===== src/rtl/bmdma_pkg.sv =====
package bmdma_pkg;
  localparam int REG_W      = 32;
  localparam int SLICE_BYTES = 8;

  typedef enum logic [1:0] {
    SZ_BYTE = 2'd0,
    SZ_HALF = 2'd1,
    SZ_WORD = 2'd2,
    SZ_RSVD = 2'd3
  } acc_size_e;

  // byte lanes touched by an access of the given width at a byte offset
  function automatic logic [3:0] lane_mask(input logic [1:0] size, input logic [1:0] off);
    logic [6:0] m;
    case (size)
      SZ_BYTE: m = 7'b0000001;
      SZ_HALF: m = 7'b0000011;
      default: m = 7'b0001111;
    endcase
    m = m << off;
    return m[3:0];
  endfunction

  function automatic logic [REG_W-1:0] width_ones(input logic [1:0] size);
    case (size)
      SZ_BYTE: return 32'h0000_00FF;
      SZ_HALF: return 32'h0000_FFFF;
      default: return 32'hFFFF_FFFF;
    endcase
  endfunction
endpackage


===== src/rtl/bmdma_status.sv =====
module bmdma_status (
  input  logic       clk,
  input  logic       rst_n,
  input  logic       wr_en,
  input  logic [1:0] wr_clr,
  input  logic [1:0] wr_cap,
  input  logic       hw_active,
  input  logic       hw_err_set,
  input  logic       hw_irq_set,
  output logic [7:0] stat_q
);
  logic       act_q, err_q, irq_q;
  logic [1:0] cap_q;

  always_ff @(posedge clk or negedge rst_n) begin
    if (!rst_n) begin
      act_q <= 1'b0;
      err_q <= 1'b0;
      irq_q <= 1'b0;
      cap_q <= 2'b00;
    end else begin
      act_q <= hw_active;
      err_q <= hw_err_set | (err_q & ~(wr_en & wr_clr[0]));
      irq_q <= hw_irq_set | (irq_q & ~(wr_en & wr_clr[1]));
      if (wr_en) cap_q <= wr_cap;
    end
  end

  assign stat_q = {1'b0, cap_q, 2'b00, irq_q, err_q, act_q};

  assert_w1c_err_R4: assert property (@(posedge clk) disable iff (!rst_n)
    (wr_en && wr_clr[0] && !hw_err_set) |=> !err_q);
  assert_w1c_irq_R4: assert property (@(posedge clk) disable iff (!rst_n)
    (wr_en && wr_clr[1] && !hw_irq_set) |=> !irq_q);
  assert_err_set_wins_R5: assert property (@(posedge clk) disable iff (!rst_n)
    hw_err_set |=> err_q);
  assert_irq_set_wins_R5: assert property (@(posedge clk) disable iff (!rst_n)
    hw_irq_set |=> irq_q);
  assert_active_follow_R6: assert property (@(posedge clk) disable iff (!rst_n)
    $rose(hw_active) |=> act_q);
endmodule


===== src/rtl/bmdma_chan.sv =====
module bmdma_chan
  import bmdma_pkg::*;
(
  input  logic             clk,
  input  logic             rst_n,
  input  logic             sel,
  input  logic             wr,
  input  logic             sub,
  input  logic [1:0]       off,
  input  logic [1:0]       size,
  input  logic [REG_W-1:0] wdata,
  input  logic             hw_active,
  input  logic             hw_err_set,
  input  logic             hw_irq_set,
  output logic [REG_W-1:0] rdata,
  output logic             start,
  output logic             dir,
  output logic [REG_W-1:0] base
);
  localparam int LANES = REG_W / 8;

  logic             byte_acc, wr_cs, wr_cmd, wr_stat, wr_base;
  logic [1:0]       cmd_q;
  logic [7:0]       stat;
  logic [REG_W-3:0] base_q;
  logic [LANES-1:0] lanes;
  logic [REG_W-1:0] lane_bits, wr_shift, base_nx;

  assign byte_acc = (size == SZ_BYTE);
  assign wr_cs    = sel & wr & ~sub & byte_acc;
  assign wr_cmd   = wr_cs & (off == 2'd0);
  assign wr_stat  = wr_cs & (off == 2'd2);
  assign wr_base  = sel & wr & sub;

  // command: bit 0 start, bit 3 direction
  always_ff @(posedge clk or negedge rst_n) begin
    if (!rst_n)      cmd_q <= 2'b00;
    else if (wr_cmd) cmd_q <= {wdata[3], wdata[0]};
  end
  assign start = cmd_q[0];
  assign dir   = cmd_q[1];

  bmdma_status u_status (
    .clk        (clk),
    .rst_n      (rst_n),
    .wr_en      (wr_stat),
    .wr_clr     (wdata[2:1]),
    .wr_cap     (wdata[6:5]),
    .hw_active  (hw_active),
    .hw_err_set (hw_err_set),
    .hw_irq_set (hw_irq_set),
    .stat_q     (stat)
  );

  // descriptor pointer with byte-lane merge
  assign lanes    = lane_mask(size, off);
  assign wr_shift = wdata << {off, 3'b000};
  for (genvar b = 0; b < LANES; b++) begin : g_lane
    assign lane_bits[8*b +: 8] = {8{lanes[b]}};
  end
  assign base_nx = ({base_q, 2'b00} & ~lane_bits) | (wr_shift & lane_bits);

  always_ff @(posedge clk or negedge rst_n) begin
    if (!rst_n)       base_q <= '0;
    else if (wr_base) base_q <= base_nx[REG_W-1:2];
  end
  assign base = {base_q, 2'b00};

  always_comb begin
    if (!sub) begin
      if (!byte_acc) begin
        rdata = width_ones(size);
      end else begin
        case (off)
          2'd0:    rdata = {24'h0, 4'h0, cmd_q[1], 2'b00, cmd_q[0]};
          2'd2:    rdata = {24'h0, stat};
          default: rdata = 32'h0000_00FF;
        endcase
      end
    end else begin
      rdata = (base >> {off, 3'b000}) & width_ones(size);
    end
  end

  assert_wide_ignored_R3: assert property (@(posedge clk) disable iff (!rst_n)
    (sel && wr && !sub && size != SZ_BYTE) |=> $stable(cmd_q));
  assert_cmd_start_R7: assert property (@(posedge clk) disable iff (!rst_n)
    (sel && wr && !sub && size == SZ_BYTE && off == 2'd0) |=> (start == $past(wdata[0])));
  assert_unsel_stable_R9: assert property (@(posedge clk) disable iff (!rst_n)
    !sel |=> ($stable(cmd_q) && $stable(base_q)));
endmodule


===== src/rtl/bmdma_regwin.sv =====
module bmdma_regwin
  import bmdma_pkg::*;
#(
  parameter int NUM_CH = 2,
  localparam int CH_W   = (NUM_CH > 1) ? $clog2(NUM_CH) : 1,
  localparam int ADDR_W = CH_W + $clog2(SLICE_BYTES)
) (
  input  logic                    clk,
  input  logic                    rst_n,
  input  logic [ADDR_W-1:0]       bus_addr,
  input  logic [1:0]              bus_size,
  input  logic                    bus_wr,
  input  logic                    bus_rd,
  input  logic [REG_W-1:0]        bus_wdata,
  output logic [REG_W-1:0]        bus_rdata,
  output logic                    bus_rvalid,
  input  logic [NUM_CH-1:0]       hw_active,
  input  logic [NUM_CH-1:0]       hw_err_set,
  input  logic [NUM_CH-1:0]       hw_irq_set,
  output logic [NUM_CH-1:0]       cmd_start,
  output logic [NUM_CH-1:0]       cmd_dir,
  output logic [NUM_CH*REG_W-1:0] prd_base
);
  logic [CH_W-1:0]   ch_idx;
  logic [NUM_CH-1:0] sel;
  logic [REG_W-1:0]  ch_rd [NUM_CH];
  logic [REG_W-1:0]  rd_mux;

  assign ch_idx = bus_addr[ADDR_W-1:3];

  for (genvar c = 0; c < NUM_CH; c++) begin : g_ch
    assign sel[c] = (ch_idx == CH_W'(c));
    bmdma_chan u_chan (
      .clk        (clk),
      .rst_n      (rst_n),
      .sel        (sel[c]),
      .wr         (bus_wr),
      .sub        (bus_addr[2]),
      .off        (bus_addr[1:0]),
      .size       (bus_size),
      .wdata      (bus_wdata),
      .hw_active  (hw_active[c]),
      .hw_err_set (hw_err_set[c]),
      .hw_irq_set (hw_irq_set[c]),
      .rdata      (ch_rd[c]),
      .start      (cmd_start[c]),
      .dir        (cmd_dir[c]),
      .base       (prd_base[c*REG_W +: REG_W])
    );
  end

  always_comb begin
    rd_mux = '1;
    for (int c = 0; c < NUM_CH; c++)
      if (sel[c]) rd_mux = ch_rd[c];
  end

  always_ff @(posedge clk or negedge rst_n) begin
    if (!rst_n) begin
      bus_rvalid <= 1'b0;
      bus_rdata  <= '0;
    end else begin
      bus_rvalid <= bus_rd;
      if (bus_rd) bus_rdata <= rd_mux;
    end
  end

  assert_decode_onehot_R2: assert property (@(posedge clk) disable iff (!rst_n)
    $onehot0(sel));
  assert_rvalid_after_rd_R10: assert property (@(posedge clk) disable iff (!rst_n)
    bus_rd |=> bus_rvalid);
  assert_no_spurious_rvalid_R10: assert property (@(posedge clk) disable iff (!rst_n)
    !bus_rd |=> !bus_rvalid);
endmodule


===== config.mk =====
export PLATFORM = sky130hd
export DESIGN_NAME = bmdma_regwin
export DESIGN_NICKNAME = d
export VERILOG_FILES = /design/src/rtl/bmdma_pkg.sv /design/src/rtl/bmdma_status.sv /design/src/rtl/bmdma_chan.sv /design/src/rtl/bmdma_regwin.sv
export SDC_FILE = /design/constraint.sdc
export NUM_CORES = 1
export LEC_CHECK = 0
export CAP_MARGIN = 20
export CELL_PAD_IN_SITES_DETAIL_PLACEMENT = 2
export CELL_PAD_IN_SITES_GLOBAL_PLACEMENT = 2
export CORE_ASPECT_RATIO = 0.5
export CORE_MARGIN = 2
export CORE_UTILIZATION = 30
export CTS_CLUSTER_SIZE = 28
export DETAILED_ROUTE_END_ITERATION = 10
export DONT_BUFFER_PORTS = 1
export PLACE_DENSITY_LB_ADDON = 0.1
export SYNTH_ARGS = -nofsm -noshare
export SYNTH_HDL_FRONTEND = slang
export SYNTH_SLANG_ARGS = --single-unit

===== constraint.sdc =====
create_clock -name clk -period 3.7 [get_ports clk]
set_input_delay 0.185 -clock clk [delete_from_list [all_inputs] [get_ports clk]]
set_output_delay 0.185 -clock clk [all_outputs]
set_load 0.03 [all_outputs]

== Yosys cells after proc, flatten, opt, wreduce, memory -nomap -nowiden ==
Index checks and enable logic that the tools add are counted.
W data, S select, Z words.

* Output and inout port bits: 101
* Register bits after elaboration: 107

* Shift operators: 4
* Reductions and logical operators: 2
* Equality and inequality tests: 2
* Bitwise gates (word level): 38
* Mux-type cells: 11

{| class="wikitable"
|+ Operators by type and width
! operator !! number
|-
| $mux W32 || 7
|-
| $and A32 B32 Y32 || 5
|-
| $or A32 B32 Y32 || 2
|-
| $pmux W32 S2 || 1
|-
| $shr A32 B5 Y32 || 2
|-
| $not A32 Y32 || 1
|-
| $pmux W8 S2 || 2
|-
| $shl A32 B5 Y32 || 1
|-
| $and A1 B1 Y1 || 20
|-
| $pmux W4 S2 || 1
|-
| $shl A7 B2 Y4 || 1
|-
| $not A1 Y1 || 6
|-
| $logic_not A2 Y1 || 2
|-
| $or A1 B1 Y1 || 4
|-
| $eq A2 B1 Y1 const B || 1
|-
| $eq A2 B2 Y1 const B || 1
|}

== Longest topological paths before layout ==
Gate-level depths: netlist of run 1.

* Word-level depth: 9
* Gate-level depth with buffers: 8
* Gate-level depth less buffers: 4

== Modules after synthesis ==
From an unflattened synthesis of run 1, not the netlist that was laid out.

* Cells, all modules: 667
* Area, all modules: 7010.5 µm²

{| class="wikitable"
|+ Modules (own cells, without submodules)
! module !! cells each !! sequential area each (µm²) !! area each (µm²) !! instances
|-
| bmdma_chan || 245 || 800.8 || 2518.7 || 2
|-
| bmdma_regwin || 141 || 825.8 || 1535.2 || 1
|-
| bmdma_status || 18 || 125.1 || 219.0 || 2
|}

== Worst setup path after synthesis of run 1 ==
No wires, ideal clock.

* Kind: register to register
* Start: register (tool-made name)
* End: register bus_rdata[3]
* Setup slack: 2.042 ns
* Stages on the path, launching flop included: 5
* Arrival time: 1.535 ns
* Clock period less this slack: 1.658 ns
* Required time: 3.577 ns
* Cell sequence: dfrtp_1 -> mux4_1 -> mux2_2 -> a211oi_1 -> nor2_1

{| class="wikitable"
|+ RTL lines
! item !! RTL line !! source
|-
| to (signal assigned) || bmdma_regwin.sv:64 || <nowiki>if (bus_rd) bus_rdata <= rd_mux;</nowiki>
|-
| to (decl) || bmdma_regwin.sv:15 || <nowiki>output logic [REG_W-1:0] bus_rdata,</nowiki>
|}

==> results of run 1 <==
[layout by cell type (no fill, tap or decap), types with 2 or more instances in the layout]
master / count
a21oi_1: 46
nor2b_1: 11
nand2_1: 28
clkbuf_8: 3
dfrtp_1: 107
a211oi_1: 12
mux4_1: 7
inv_1: 4
nor2_1: 85
conb_1: 4
nor3b_4: 2
clkbuf_16: 9
and3_1: 2
o21ai_0: 21
a22o_1: 5
a221o_1: 2
clkinv_2: 2
dlygate4sd3_1: 19
nor3_1: 5
mux2_2: 52
o2bb2ai_1: 8
mux4_2: 16
mux2i_1: 36
o21ai_1: 6
nand2b_1: 6
buf_4: 3
a221oi_1: 3
[critical path, cell delays in order (launching register included)]
cell and delay (ns):
dfrtp_1 0.57, mux4_1 0.64, mux2_2 0.31, a21oi_1 0.32, nor2_1 0.07
[what timing repair did]
item                                   CTS  global route
endpoints found under the hold margin  157             0
hold buffers                            20             0
setup buffers                            0             0
[worst paths after layout]
kind,endpoint,slack [ns],startpoint
setup / recovery,bus_rdata[4],1.66,flop
hold / removal,g_ch[0].u_chan.u_status.irq_q,0.03,bus_wdata[2]
setup reg to reg,bus_rdata[4],1.66,flop
hold reg to reg,g_ch[1].u_chan.u_status.err_q,0.52,g_ch[1].u_chan.u_status.err_q
max in group asynchronous,bus_rdata[12],2.79,rst_n
min in group asynchronous,async pin,0.42,rst_n
[kinds of logic after synthesis]
kind of cell | Yosys count | share of synthesized area, %
and+or+nand+nor | 145 | 11.3
muxes | 111 | 25.8
AOI/OAI and AO/OA | 108 | 11.3
DFF | 107 | 46.4
buffers and inverters | 46 | 5.07
other | 1 | 0.0650
[cell type report]
type | instances | area [um2]
clock buffer | 13 | 270
fill | 1979 | 12200
inverter | 5 | 18.8
clock inverter | 2 | 10.0
timing repair buffer | 24 | 255
antenna | 1 | 2.50
sequential | 107 | 2680
tap | 259 | 324
multi-input combinational | 368 | 2810
[through the flow]
stage / instance area, um2 / util (%)
floorplan: 5780 / -
global placement: 5850 / 31.4
detailed placement: 5850 / 31.4
CTS: 6340 / 34.1
global route: 6370 / 34.2
finish: 6370 / 34.2
[power by group]
group          internal, mW  switching (mW)
Combinational         0.331           0.312
Clock                 0.508           0.459
Sequential             1.36           0.725
[layer usage]
layer	up-vias	share of wire, %	wire length (um)
met5	-	0	0
met1	2248	52	11900
met2	108	39	8910
met4	0	0.57	129
met3	7	8.3	1910
li1	1851	-	-
==> flow_metrics.py, run 1 <==
metrics = {
    "synth": {
        "synthesis.area_um2": 5770,
        "synth.largest_area_cell": "dfrtp_1",
        "synthTopCellsByArea": "dfrtp_1 46%, mux2_2 10%, mux2i_1 6.2%",
        "sequential_area_share_after_synthesis_pct": 46.4,
        "syn_inst": 518,
        "synth.ff_latch_count": 107,
        "yosysTopAreaCellShare_pct": 46.4,
        "yosys_most_used_dff": "dfrtp_1",
        "yosys_warnings": 0,
        "ys_async_sr_fraction_pct": 100,
        "synth_enable_flop_cells": 0,
        "synth.cells.most_frequent": "107 x dfrtp_1, 85 x nor2_1, 52 x mux2_2, 46 x a21oi_1, 36 x mux2i_1",
        "post_synth.cell_area_avg_um2": 11.1,
        "post-synth-top-count-cell": "dfrtp_1",
        "ys_types": 39,
    },
    "layout": {
        "area_growth_pct": 10.4,
        "final-instance-count-excl-fill": 779,
        "nets": 563,
        "drive_above_1_share_pct": 17.3,
    },
    "global_routing": {
        "number_of_antenna_violations_at_the_first_check_in_global_routing": 0,
        "met2_usage_grt_pct": 30.8,
        "grt_overflow": 0,
        "groute.usage.overall_pct": 23.1,
        "globalRoute.busiestLayer": "met1",
        "first_pass_grt_wire_length_um": 33400,
        "grt_util_met3_pct": 7.72,
        "met1_track_utilization_from_global_routing_pct": 35.7,
        "grt_pass1_vias": 4430,
        "grt_max_degree": 108,
    },
    "detailed_routing": {
        "post_drt_via_cell_ratio": 5.41,
        "dr_pass1_iterations": 4,
        "avgRoutedWirePerCell_um": 29.3,
        "postRouteWirelength_um": 22800,
        "detailroute.via_count": 4214,
        "drcViolationCount": 0,
        "drt_iter0_drc": 207,
        "ant_nets": 0,
    },
    "hold_path": {
        "holdCritPathClass": "primary input to flop",
        "hold_crit_depth": 3,
    },
    "sta": {
        "final.setup_skew_ns": 0.0103,
        "timing.slew.headroom_pct": 25.6,
        "rsz_0062_raised_after_global_routing": "no",
        "period_share_pct": 55.0,
        "timing_limited_maximum_frequency_ghz": 0.491,
        "fin_hold_ws_ns": 0.0253,
        "fin_setup_tns_ns": 0,
        "drv_slew": 0,
        "number_of_endpoints_failing_setup_at_the_final_stage": 0,
        "final-hold-violation-count": 0,
        "fin_crit_ns": 2.04,
        "worst_margin_slew_ns": 1.11,
        "final.setup.worst_slack_ns": 1.66,
    },
    "clock_network": {
        "clock_root_buffer": "clkbuf_16",
        "tritoncts.num_buffers": 9,
        "clkLatencyLatePin_ns": 0.36,
        "ctsResizeCount": 0,
        "clock_sink_count": 107,
        "ctsHtreeMaxLevel": 3,
        "cts_tree": "built",
        "cts_clock_pin_slew_for_the_worst_setup_and_hold_paths_ns": 0.08,
        "clock_tree.buffer_depth": 2,
    },
    "critical_path": {
        "worst_ep_arrival_time_ns": 2.27,
        "reg2reg_depth": 4,
        "cp.required_ns": 3.94,
        "worstSetupEndpointType": "flop",
        "worst-setup-path-type": "flop to flop",
        "crit_fanout": 4,
        "cp-start-kind": "flop",
    },
    "floorplan": {
        "io-pin-count": 149,
        "core_box_area_um2": 18600,
        "initial_core_util_pct": 31.0,
        "die_height_um": 102,
        "dieArea_um2": 20400,
        "floorplan.rows": 35,
        "die_w_um": 200,
    },
    "placement": {
        "portBuffers": 0,
        "hpwlAfterDp_um": 16100,
        "dp_cells": 741,
        "detailedPlace.worstSlack_ns": 1.75,
        "finalWeightedCongestion": 0.754,
    },
    "outcome": {
        "status": "complete, no violations",
    },
    "pwr": {
        "design_power_total_mw": 3.70,
        "power.ir.vdd_worst_mv": 0.202,
        "power-per-cell-area_nw_per_um2": 581,
        "leakagePower_nw": 2.66,
    },
    "run": {
        "drv.max_cap_violation_count": 0,
    },
}
Note: power is estimated with default switching activity, not from simulation.
==> run 2: changes to the inputs <==
==> constraint.sdc (replaced) <==
create_clock -name clk -period 1.66 [get_ports clk]
set_input_delay 0.083 -clock clk [delete_from_list [all_inputs] [get_ports clk]]
set_output_delay 0.083 -clock clk [all_outputs]
set_load 0.03 [all_outputs]
==> run 2 against run 1 <==
Critical path type unchanged; fmax is 26% higher; the flow now finishes with violations (negative hold slack); sequential share of layout area is 4.4 points lower; highest routed layer unchanged; critical endpoint is now bus_rdata[15]; design area is 12% higher.
==> flow_metrics.py, run 2 (same netlist as run 1, synthesis figures left out) <==
metrics = {
    "clock_network": {
        "clkLatencyLatePin_ns": 0.36,
        "clock_sink_count": 107,
        "ctsHtreeMaxLevel": 3,
        "cts_hold_buf": 25,
        "clock_tree.buffer_depth": 2,
        "tritoncts.num_buffers": 9,
        "cts_tree": "built",
        "cts_clock_pin_slew_for_the_worst_setup_and_hold_paths_ns": 0.07,
        "clock_root_buffer": "clkbuf_16",
    },
    "detailed_routing": {
        "postRouteWirelength_um": 25300,
        "dr_pass1_iterations": 4,
        "ant_nets": 0,
        "post_drt_via_cell_ratio": 5.30,
        "drt_iter0_drc": 242,
        "avgRoutedWirePerCell_um": 29.0,
        "drcViolationCount": 0,
        "detailroute.via_count": 4630,
    },
    "sta": {
        "drv_slew": 0,
        "fin_hold_ws_ns": -0.583,
        "fin_crit_ns": 1.61,
        "number_of_endpoints_failing_setup_at_the_final_stage": 0,
        "final-hold-violation-count": 107,
        "period_share_pct": 97.0,
        "final.setup_skew_ns": 0.00808,
        "final.setup.worst_slack_ns": 0.0492,
        "timing_limited_maximum_frequency_ghz": 0.621,
        "worst_margin_slew_ns": 0.939,
        "timing.slew.headroom_pct": 37.2,
    },
    "placement": {
        "post_dp_cell_area_um2": 6500,
        "detailedPlace.worstSlack_ns": 0.0243,
        "dp_cells": 828,
        "finalWeightedCongestion": 0.770,
        "portBuffers": 0,
        "hpwlAfterDp_um": 17900,
    },
    "floorplan": {
        "initial_core_util_pct": 31.0,
        "dieArea_um2": 20400,
        "core_box_area_um2": 18600,
        "die_w_um": 200,
        "die_height_um": 102,
        "io-pin-count": 149,
        "floorplan.rows": 35,
    },
    "critical_path": {
        "cp.required_ns": 1.90,
        "worstSetupEndpointType": "flop",
        "critical-path-top-delay-family": "multiplexers",
        "reg2reg_depth": 4,
        "cp-start-kind": "flop",
        "r2r_slack_ns": 0.05,
        "worst-path-stages": 4,
        "critical_path.max_stage_delay_ns": 0.57,
        "crit_fanout": 3,
        "worst_ep_arrival_time_ns": 1.85,
        "critical-path-slowest-cell": "mux4_2",
        "cp_num_buf_inv": 0,
        "critical_path.cell_chain": "mux4_2 -> nor2b_1 -> a211oi_2 -> o2bb2ai_1",
        "worst-setup-path-type": "flop to flop",
    },
    "layout": {
        "nets": 656,
        "mostFrequentLayoutCells": "105 x dfrtp_1, 92 x buf_4, 85 x nor2_1",
        "drive_above_1_share_pct": 30.7,
        "layout.cell_area.non_filler_um2": 7120,
        "final-instance-count-excl-fill": 873,
        "layout_commonest_cell": "dfrtp_1",
        "area_growth_pct": 23.4,
    },
    "global_routing": {
        "grt_max_degree": 108,
        "groute.usage.overall_pct": 25.6,
        "first_pass_grt_wire_length_um": 37000,
        "grt_overflow": 0,
        "number_of_antenna_violations_at_the_first_check_in_global_routing": 0,
        "grt_pass1_vias": 4979,
    },
    "outcome": {
        "violations": "negative hold slack",
        "status": "finished, violations left",
    },
    "pwr": {
        "design_power_total_mw": 9.23,
        "power-per-cell-area_nw_per_um2": 1300,
        "leakagePower_nw": 3.11,
        "power.ir.vdd_worst_mv": 0.552,
    },
    "run": {
        "drv.max_cap_violation_count": 0,
    },
    "hold_path": {
        "holdCritPathClass": "primary input to async pin",
    },
}
run 2: power breakdown:
| part | internal [mW] | leakage [nW] | total (mW) | switching, mW |
|---|---|---|---|---|
| clock | 1.34 | 0.152 | 2.43 | 1.09 |
| sequential | 3.06 | 1.28 | 3.67 | 0.609 |
| combinational | 1.26 | 1.68 | 3.13 | 1.86 |
run 2: worst register-to-register path, stage by stage (launching register included):
cell and delay (ns):
dfrtp_2 0.47, mux4_2 0.57, nor2b_1 0.18, a211oi_2 0.20, o2bb2ai_1 0.08
run 2: layout make-up:
| class | instances | area (um2) |
|---|---|---|
| fillers | 1991 | 11500 |
| multi-input cells | 368 | 2820 |
| flip-flops and latches | 107 | 2680 |
| repair buffers | 117 | 951 |
| well taps | 259 | 324 |
| clock buffers | 9 | 225 |
| clock inverters | 7 | 101 |
| inverters | 5 | 18.8 |
| diodes | 1 | 2.50 |
run 2: final timing paths:
check                                                    to                             start
hold / removal                                    async pin                             rst_n
hold reg to reg            g_ch[0].u_chan.u_status.cap_q[1]  g_ch[0].u_chan.u_status.cap_q[1]
setup reg to reg                              bus_rdata[15]                              flop
setup / recovery                              bus_rdata[15]                              flop
max in group asynchronous                      bus_rdata[1]                             rst_n
min in group clk                                       flop                      bus_wdata[8]
run 2: per-stage QoR:
stage / hold slack, ns / util, % / setup TNS, ns
6_report: -0.583 / 38.3 / 0
5_1_grt: -0.610 / 38.2 / -0.000908
4_1_cts: -0.602 / 38.1 / 0
3_5_place_dp: -0.209 / 34.9 / 0
3_3_place_gp: -0.210 / 34.9 / 0
2_1_floorplan: -0.213 / - / 0
run 2: metal layers:
metal	up-vias	global-route usage [%]	share of wire [%]
met5	-	0	0
li1	2041	-	-
met4	0	3.44	0.27
met2	111	36.8	41
met3	4	8.42	9.2
met1	2474	38.0	49
run 2: what timing repair did:
action,in CTS,in global routing
buffers inserted,0,2
endpoints found under the hold margin,178,107
gates resized for setup,1,8
setup endpoints to repair,1,3
